## config.mk

```make
export PLATFORM = sky130hd
export DESIGN_NAME = irq_enable_regs
export DESIGN_NICKNAME = d
export VERILOG_FILES = /design/src/rtl/irq_en_pkg.sv /design/src/rtl/irq_bus_decode.sv /design/src/rtl/irq_attr_reg.sv /design/src/rtl/irq_en_bank.sv /design/src/rtl/irq_enable_regs.sv
export SDC_FILE = /design/constraint.sdc
export NUM_CORES = 1
export LEC_CHECK = 0
export BUFFER_PORTS_ARGS = -buffer_cell sky130_fd_sc_hd__buf_2
export CAP_MARGIN = 10
export CORE_MARGIN = 5
export CORE_UTILIZATION = 25
export DETAILED_ROUTE_END_ITERATION = 10
export SLEW_MARGIN = 20
export SYNTH_ARGS = -nofsm -noshare
export SYNTH_HDL_FRONTEND = slang
export SYNTH_SLANG_ARGS = --single-unit
```

## constraint.sdc

```tcl
create_clock -name clk -period 6.9 [get_ports clk]
set_clock_uncertainty 0.1 [all_clocks]
set_input_delay 1.38 -clock clk [delete_from_list [all_inputs] [get_ports clk]]
set_output_delay 1.38 -clock clk [all_outputs]
set_load 0.03 [all_outputs]
```

## src/rtl/irq_en_pkg.sv

```systemverilog
package irq_en_pkg;

    localparam int DATA_W    = 32;
    localparam int ADDR_W    = 8;
    localparam int NSCHK_BIT = 31;

    localparam logic [ADDR_W-1:0] OFF_CLR  = 8'h0C;
    localparam logic [ADDR_W-1:0] OFF_SET  = 8'h10;
    localparam logic [ADDR_W-1:0] OFF_ATTR = 8'h1C;

    typedef enum logic [1:0] {
        SEL_NONE = 2'd0,
        SEL_CLR  = 2'd1,
        SEL_SET  = 2'd2,
        SEL_ATTR = 2'd3
    } reg_sel_e;

    typedef struct packed {
        logic              valid;
        logic              write;
        logic              nonsec;
        reg_sel_e          sel;
        logic [DATA_W-1:0] wdata;
    } bus_req_t;

    function automatic reg_sel_e decode_addr(input logic [ADDR_W-1:0] addr);
        case (addr)
            OFF_CLR:  return SEL_CLR;
            OFF_SET:  return SEL_SET;
            OFF_ATTR: return SEL_ATTR;
            default:  return SEL_NONE;
        endcase
    endfunction

    function automatic logic is_alias(input reg_sel_e sel);
        return (sel == SEL_SET) || (sel == SEL_CLR);
    endfunction

endpackage

```

## src/rtl/irq_bus_decode.sv

```systemverilog
module irq_bus_decode
    import irq_en_pkg::*;
(
    input  logic              bus_valid,
    input  logic              bus_write,
    input  logic              bus_nonsec,
    input  logic [ADDR_W-1:0] bus_addr,
    input  logic [DATA_W-1:0] bus_wdata,
    output bus_req_t          req
);
    always_comb begin
        req.valid  = bus_valid;
        req.write  = bus_write;
        req.nonsec = bus_nonsec;
        req.sel    = decode_addr(bus_addr);
        req.wdata  = bus_wdata;
    end
endmodule

```

## src/rtl/irq_attr_reg.sv

```systemverilog
module irq_attr_reg
    import irq_en_pkg::*;
#(
    parameter int N_EXT = 8
) (
    input  logic             clk,
    input  logic             rst,
    input  bus_req_t         req,
    output logic [N_EXT-1:0] attr
);
    logic             attr_we;
    logic [N_EXT-1:0] attr_q;

    assign attr_we = req.valid && req.write && !req.nonsec && (req.sel == SEL_ATTR);

    always_ff @(posedge clk) begin
        if (rst)          attr_q <= '0;
        else if (attr_we) attr_q <= req.wdata[N_EXT-1:0];
    end

    assign attr = attr_q;


    attr_ns_write_ignored_chk: assert property (@(posedge clk) disable iff (rst)
        (req.valid && req.write && req.nonsec) |=> $stable(attr_q));
endmodule

```

## src/rtl/irq_en_bank.sv

```systemverilog
module irq_en_bank
    import irq_en_pkg::*;
#(
    parameter int N_EXT = 8
) (
    input  logic             clk,
    input  logic             rst,
    input  bus_req_t         req,
    input  logic [N_EXT-1:0] attr,
    input  logic             wr_protect,
    output logic [N_EXT-1:0] ext_en,
    output logic             nschk_en,
    output logic             prot_err
);
    logic             alias_wr;
    logic             wr_ok;
    logic             do_set;
    logic             do_clr;
    logic [N_EXT-1:0] en_q;
    logic [N_EXT-1:0] en_d;
    logic             nschk_q;
    logic             nschk_d;
    logic             err_q;

    assign alias_wr = req.valid && req.write && is_alias(req.sel);
    assign wr_ok    = alias_wr && !wr_protect;
    assign do_set   = wr_ok && (req.sel == SEL_SET);
    assign do_clr   = wr_ok && (req.sel == SEL_CLR);

    for (genvar i = 0; i < N_EXT; i++) begin : g_line
        logic allow;
        assign allow   = !req.nonsec || attr[i];
        assign en_d[i] = (do_set && allow && req.wdata[i]) ? 1'b1 :
                         (do_clr && allow && req.wdata[i]) ? 1'b0 : en_q[i];
    end

    assign nschk_d = (do_set && req.wdata[NSCHK_BIT]) ? 1'b1 :
                     (do_clr && req.wdata[NSCHK_BIT]) ? 1'b0 : nschk_q;

    always_ff @(posedge clk) begin
        if (rst) begin
            en_q    <= '0;
            nschk_q <= 1'b0;
            err_q   <= 1'b0;
        end else begin
            en_q    <= en_d;
            nschk_q <= nschk_d;
            err_q   <= alias_wr && wr_protect;
        end
    end

    assign ext_en   = en_q;
    assign nschk_en = nschk_q;
    assign prot_err = err_q;


    set_never_clears_chk: assert property (@(posedge clk) disable iff (rst)
        (req.valid && req.write && req.sel == SEL_SET)
        |=> (((en_q & $past(en_q)) == $past(en_q)) && (nschk_q || !$past(nschk_q))));


    clr_never_sets_chk: assert property (@(posedge clk) disable iff (rst)
        (req.valid && req.write && req.sel == SEL_CLR)
        |=> (((en_q & ~$past(en_q)) == '0) && (!nschk_q || $past(nschk_q))));


    ns_secure_line_hold_chk: assert property (@(posedge clk) disable iff (rst)
        (req.valid && req.write && req.nonsec)
        |=> (((en_q ^ $past(en_q)) & ~$past(attr)) == '0));


    protect_hold_chk: assert property (@(posedge clk) disable iff (rst)
        (alias_wr && wr_protect) |=> ($stable(en_q) && $stable(nschk_q) && err_q));


    err_only_after_block_chk: assert property (@(posedge clk) disable iff (rst)
        !(alias_wr && wr_protect) |=> !err_q);
endmodule

```

## src/rtl/irq_enable_regs.sv

```systemverilog
module irq_enable_regs
    import irq_en_pkg::*;
#(
    parameter int N_EXT = 8
) (
    input  logic              clk,
    input  logic              rst,
    input  logic              bus_valid,
    input  logic              bus_write,
    input  logic              bus_nonsec,
    input  logic [ADDR_W-1:0] bus_addr,
    input  logic [DATA_W-1:0] bus_wdata,
    output logic [DATA_W-1:0] bus_rdata,
    input  logic              wr_protect,
    output logic              prot_err,
    input  logic [N_EXT-1:0]  ext_flag,
    input  logic              nschk_flag,
    output logic [N_EXT-1:0]  ext_irq,
    output logic              nschk_irq
);
    localparam int PAD_W  = NSCHK_BIT - N_EXT;
    localparam int ATTR_W = DATA_W - N_EXT;

    bus_req_t         req;
    logic [N_EXT-1:0] attr;
    logic [N_EXT-1:0] ext_en;
    logic             nschk_en;
    logic [N_EXT-1:0] visible;
    logic             unused_wdata;

    irq_bus_decode u_decode (
        .bus_valid  (bus_valid),
        .bus_write  (bus_write),
        .bus_nonsec (bus_nonsec),
        .bus_addr   (bus_addr),
        .bus_wdata  (bus_wdata),
        .req        (req)
    );

    irq_attr_reg #(.N_EXT(N_EXT)) u_attr (
        .clk  (clk),
        .rst  (rst),
        .req  (req),
        .attr (attr)
    );

    irq_en_bank #(.N_EXT(N_EXT)) u_bank (
        .clk        (clk),
        .rst        (rst),
        .req        (req),
        .attr       (attr),
        .wr_protect (wr_protect),
        .ext_en     (ext_en),
        .nschk_en   (nschk_en),
        .prot_err   (prot_err)
    );

    assign unused_wdata = ^req.wdata[NSCHK_BIT-1:N_EXT];
    assign visible      = req.nonsec ? attr : '1;

    always_comb begin
        bus_rdata = '0;
        if (req.valid && !req.write) begin
            case (req.sel)
                SEL_SET, SEL_CLR: bus_rdata = {nschk_en, {PAD_W{1'b0}}, ext_en & visible};
                SEL_ATTR:         bus_rdata = {{ATTR_W{1'b0}}, attr};
                default:          bus_rdata = '0;
            endcase
        end
    end

    assign ext_irq   = ext_en & ext_flag;
    assign nschk_irq = nschk_en & nschk_flag;


    ns_read_mask_chk: assert property (@(posedge clk) disable iff (rst)
        (req.valid && !req.write && req.nonsec && is_alias(req.sel))
        |-> ((bus_rdata[N_EXT-1:0] & ~attr) == '0));


    reserved_zero_chk: assert property (@(posedge clk) disable iff (rst)
        bus_rdata[NSCHK_BIT-1:N_EXT] == '0);


    irq_needs_flag_chk: assert property (@(posedge clk) disable iff (rst)
        ((ext_irq & ~ext_flag) == '0) && (!nschk_irq || nschk_flag));
endmodule

```

==> reports/metrics.cfg <==
[synthesis]
async_flop_share = 0
synthTopCellsByArea = dfxtp_1 (27%), buf_4 (14%), nand2_1 (8.0%)
synth_top_family_by_area = simple AND/OR/NAND/NOR gates
synth-seq-area-share = 0.275
synth_edf_count = 0
synth_compound_area_frac = 0.148
syn_inst = 173
yosys.area_share.xor_xnor = 0.00667
syn-cell-area_sq_um = 1310
synth_top_area_share = 0.275
synthAdderAreaFrac = 0.0381
yosys_warnings = 0
synth.area.mux_share = 0
ys_types = 28
syn_avg_cell_area_sq_um = 7.59
ys_ff_latch = 18
yosysTopAreaCell = dfxtp_1
synth-simple-area-share = 0.337
synth_flop_cell = dfxtp_1

[timing]
slew_viol_final = 0
finalCritPeriodShare = 0.713
finalSetupViolCount = 0
timing.setup.tns_ns = 0
min_period_ns = 4.92
worst_slack_ns = 1.98
fmax_mhz = 203
worst_hold_slack_ns = 0.366
rsz0062_at_grt = false
relSlewSlack = 0.593
hold_violations = 0
worstMarginPinSlew_ns = 0.609

[critical_path]
crit_top_cell = buf_2
start_kind = input port
criticalPathCategory = input port to output port
endpoint_kind = output port
path_cells = buf_2 > or4_4 > nor2_4 > nand3_1 > ha_1 > or3b_1 > nor3_1 > buf_2
crit_fanout = 9
cp.arrival_ns = 3.44
required_ns = 5.42
cpMaxStageDelayCell = or3b_1
cpPeakStageDelay_ns = 0.56

[pwr]
p_total_mw = 0.228
vdd_drop_max_mv = 0.0797
p_leak_nw = 0.702
power_density_nw_per_um2 = 145

[run]
cap_violations = 0

[grt]
grt_pass1_vias = 1105
grt_util_met3 = 0.0347
top_usage_layer = met2
antenna_found_initial = 0
overflow = 0
met2_usage = 0.175
track_usage = 0.103
grt_pass1_wl_mm = 5.21
use_met1 = 0.120
grt_max_degree = 19

[floorplanning]
core_sq_um = 5110
die_h_microns = 82.5
initial_core_util = 0.257
die_area_sq_um = 6800
rows = 26
die_w_microns = 82.5
pin_count = 97

[cells_and_area]
nets = 278
fin_area_sq_um = 1580
area_delta_synth_final_pct = 20.0
num_antenna_cells = 0
final_util = 0.308
drive_gt1_frac = 0.257
final_cell_count_no_fill = 288

[clock_tree]
cts_sinks = 18
cts_buffers = 3
clkLatencyLatePin_ns = 0.26
cts_resized = 0
hold_buffers = 0
cts-htree-levels = 1
cts_setup_buffers = 0
clkTransAtPathRegs_ns = 0.07
cts-root-buf = clkbuf_8
clk_path_buf_depth = 2
cts_tree = built

[place]
dp_hpwl_mm = 2.72
place_inst = 284
dpl-instance-area_sq_um = 1520
pre_cts_ws_ns = 1.97
gp_congestion = 0.745
io_buffer_count = 50

[route]
drt_wl_total_mm = 3.52
firstDrtPassIters = 4
wl_per_cell_microns = 12.2
via_count = 1219
antenna_left = 0
via_per_inst = 4.23
first_iter_violations = 62
drcViolationCount = 0

[worst_hold_path]
hp-class = flip-flop to flip-flop

[run_status]
outcome = finished, final reports clean

==> report_power, final <==
| part | switching (mW) | total, mW | internal [mW] |
|---|---|---|---|
| Combinational | 0.0271 | 0.0359 | 0.00887 |
| Clock | 0.0374 | 0.0882 | 0.0508 |
| Sequential | 0.00000185 | 0.104 | 0.104 |
| Total | 0.0644 | 0.228 | 0.164 |
==> state kept, by name (all words and copies together), names as in the netlist <==
| name | flops |
|---|---|
| u_attr.attr | 8 |
| u_bank.ext_en | 8 |
| u_bank.nschk_en | 1 |
| u_bank.prot_err | 1 |
==> cell usage in the layout, fill, tap and decap left out, types with 3 or more instances in the layout <==
cell type / synthesis / final
nor2b_1: 5 / 5
buf_2: 3 / 50
nand2b_1: 8 / 8
a32oi_1: 4 / 4
conb_1: 1 / 23
inv_1: 11 / 11
ha_1: 4 / 4
clkbuf_8: 0 / 4
o32ai_1: 9 / 9
a21oi_1: 12 / 12
and3_1: 3 / 3
nand2_1: 28 / 28
nand3_1: 3 / 3
and2_1: 9 / 9
nor2_1: 6 / 6
and4_1: 9 / 9
o21ai_0: 4 / 4
dfxtp_1: 18 / 18
==> worst max-delay path: cells and delay by family <==
family | cells | cell delay, ns
and+or+nand+nor | 5 | 1.52
buffers and inverters | 2 | 0.32
adders and majority gates | 1 | 0.21
==> logic make-up after synthesis <==
group / count (synthesis)
compound gates: 29
xor+xnor: 1
fa+ha+maj: 4
buf+inv: 42
flops: 18
other cells: 1
simple gates: 78
==> area by class of cell <==
cell class / count / area [sq um]
fill: 578 / 3530
multi-input combinational: 135 / 781
sequential: 18 / 360
timing repair buffer: 50 / 250
tap: 70 / 87.6
clock buffer: 4 / 55.1
inverter: 11 / 41.3
==> worst paths after layout <==
check,from,end,slack [ns],depth (start not counted)
worst max register to register,u_attr.attr[4]$_SDFFE_PP0P_,u_bank.ext_en[4]$_SDFFE_PP0P_,5.83,3
worst max-delay path,bus_addr[0],bus_rdata[31],1.98,8
worst min-delay path,u_attr.attr[2]$_SDFFE_PP0P_,u_attr.attr[2]$_SDFFE_PP0P_,0.37,2
worst min register to register,u_attr.attr[2]$_SDFFE_PP0P_,u_attr.attr[2]$_SDFFE_PP0P_,0.37,2
==> cells in the mapped netlist (4+ instances only) <==
| master | instances |
|---|---|
| a21oi_1 | 12 |
| a32oi_1 | 4 |
| and2_1 | 9 |
| and4_1 | 9 |
| buf_4 | 24 |
| dfxtp_1 | 18 |
| ha_1 | 4 |
| inv_1 | 11 |
| nand2_1 | 28 |
| nand2b_1 | 8 |
| nor2_1 | 6 |
| nor2b_1 | 5 |
| o21ai_0 | 4 |
| o32ai_1 | 9 |
==> routing by layer <==
layer / up-vias / wire length, microns
li1: 637 / -
met1: 536 / 1520
met2: 42 / 1690
met3: 4 / 278
met4: 0 / 31
met5: - / 0
Note: power is estimated with default switching activity, not from simulation.
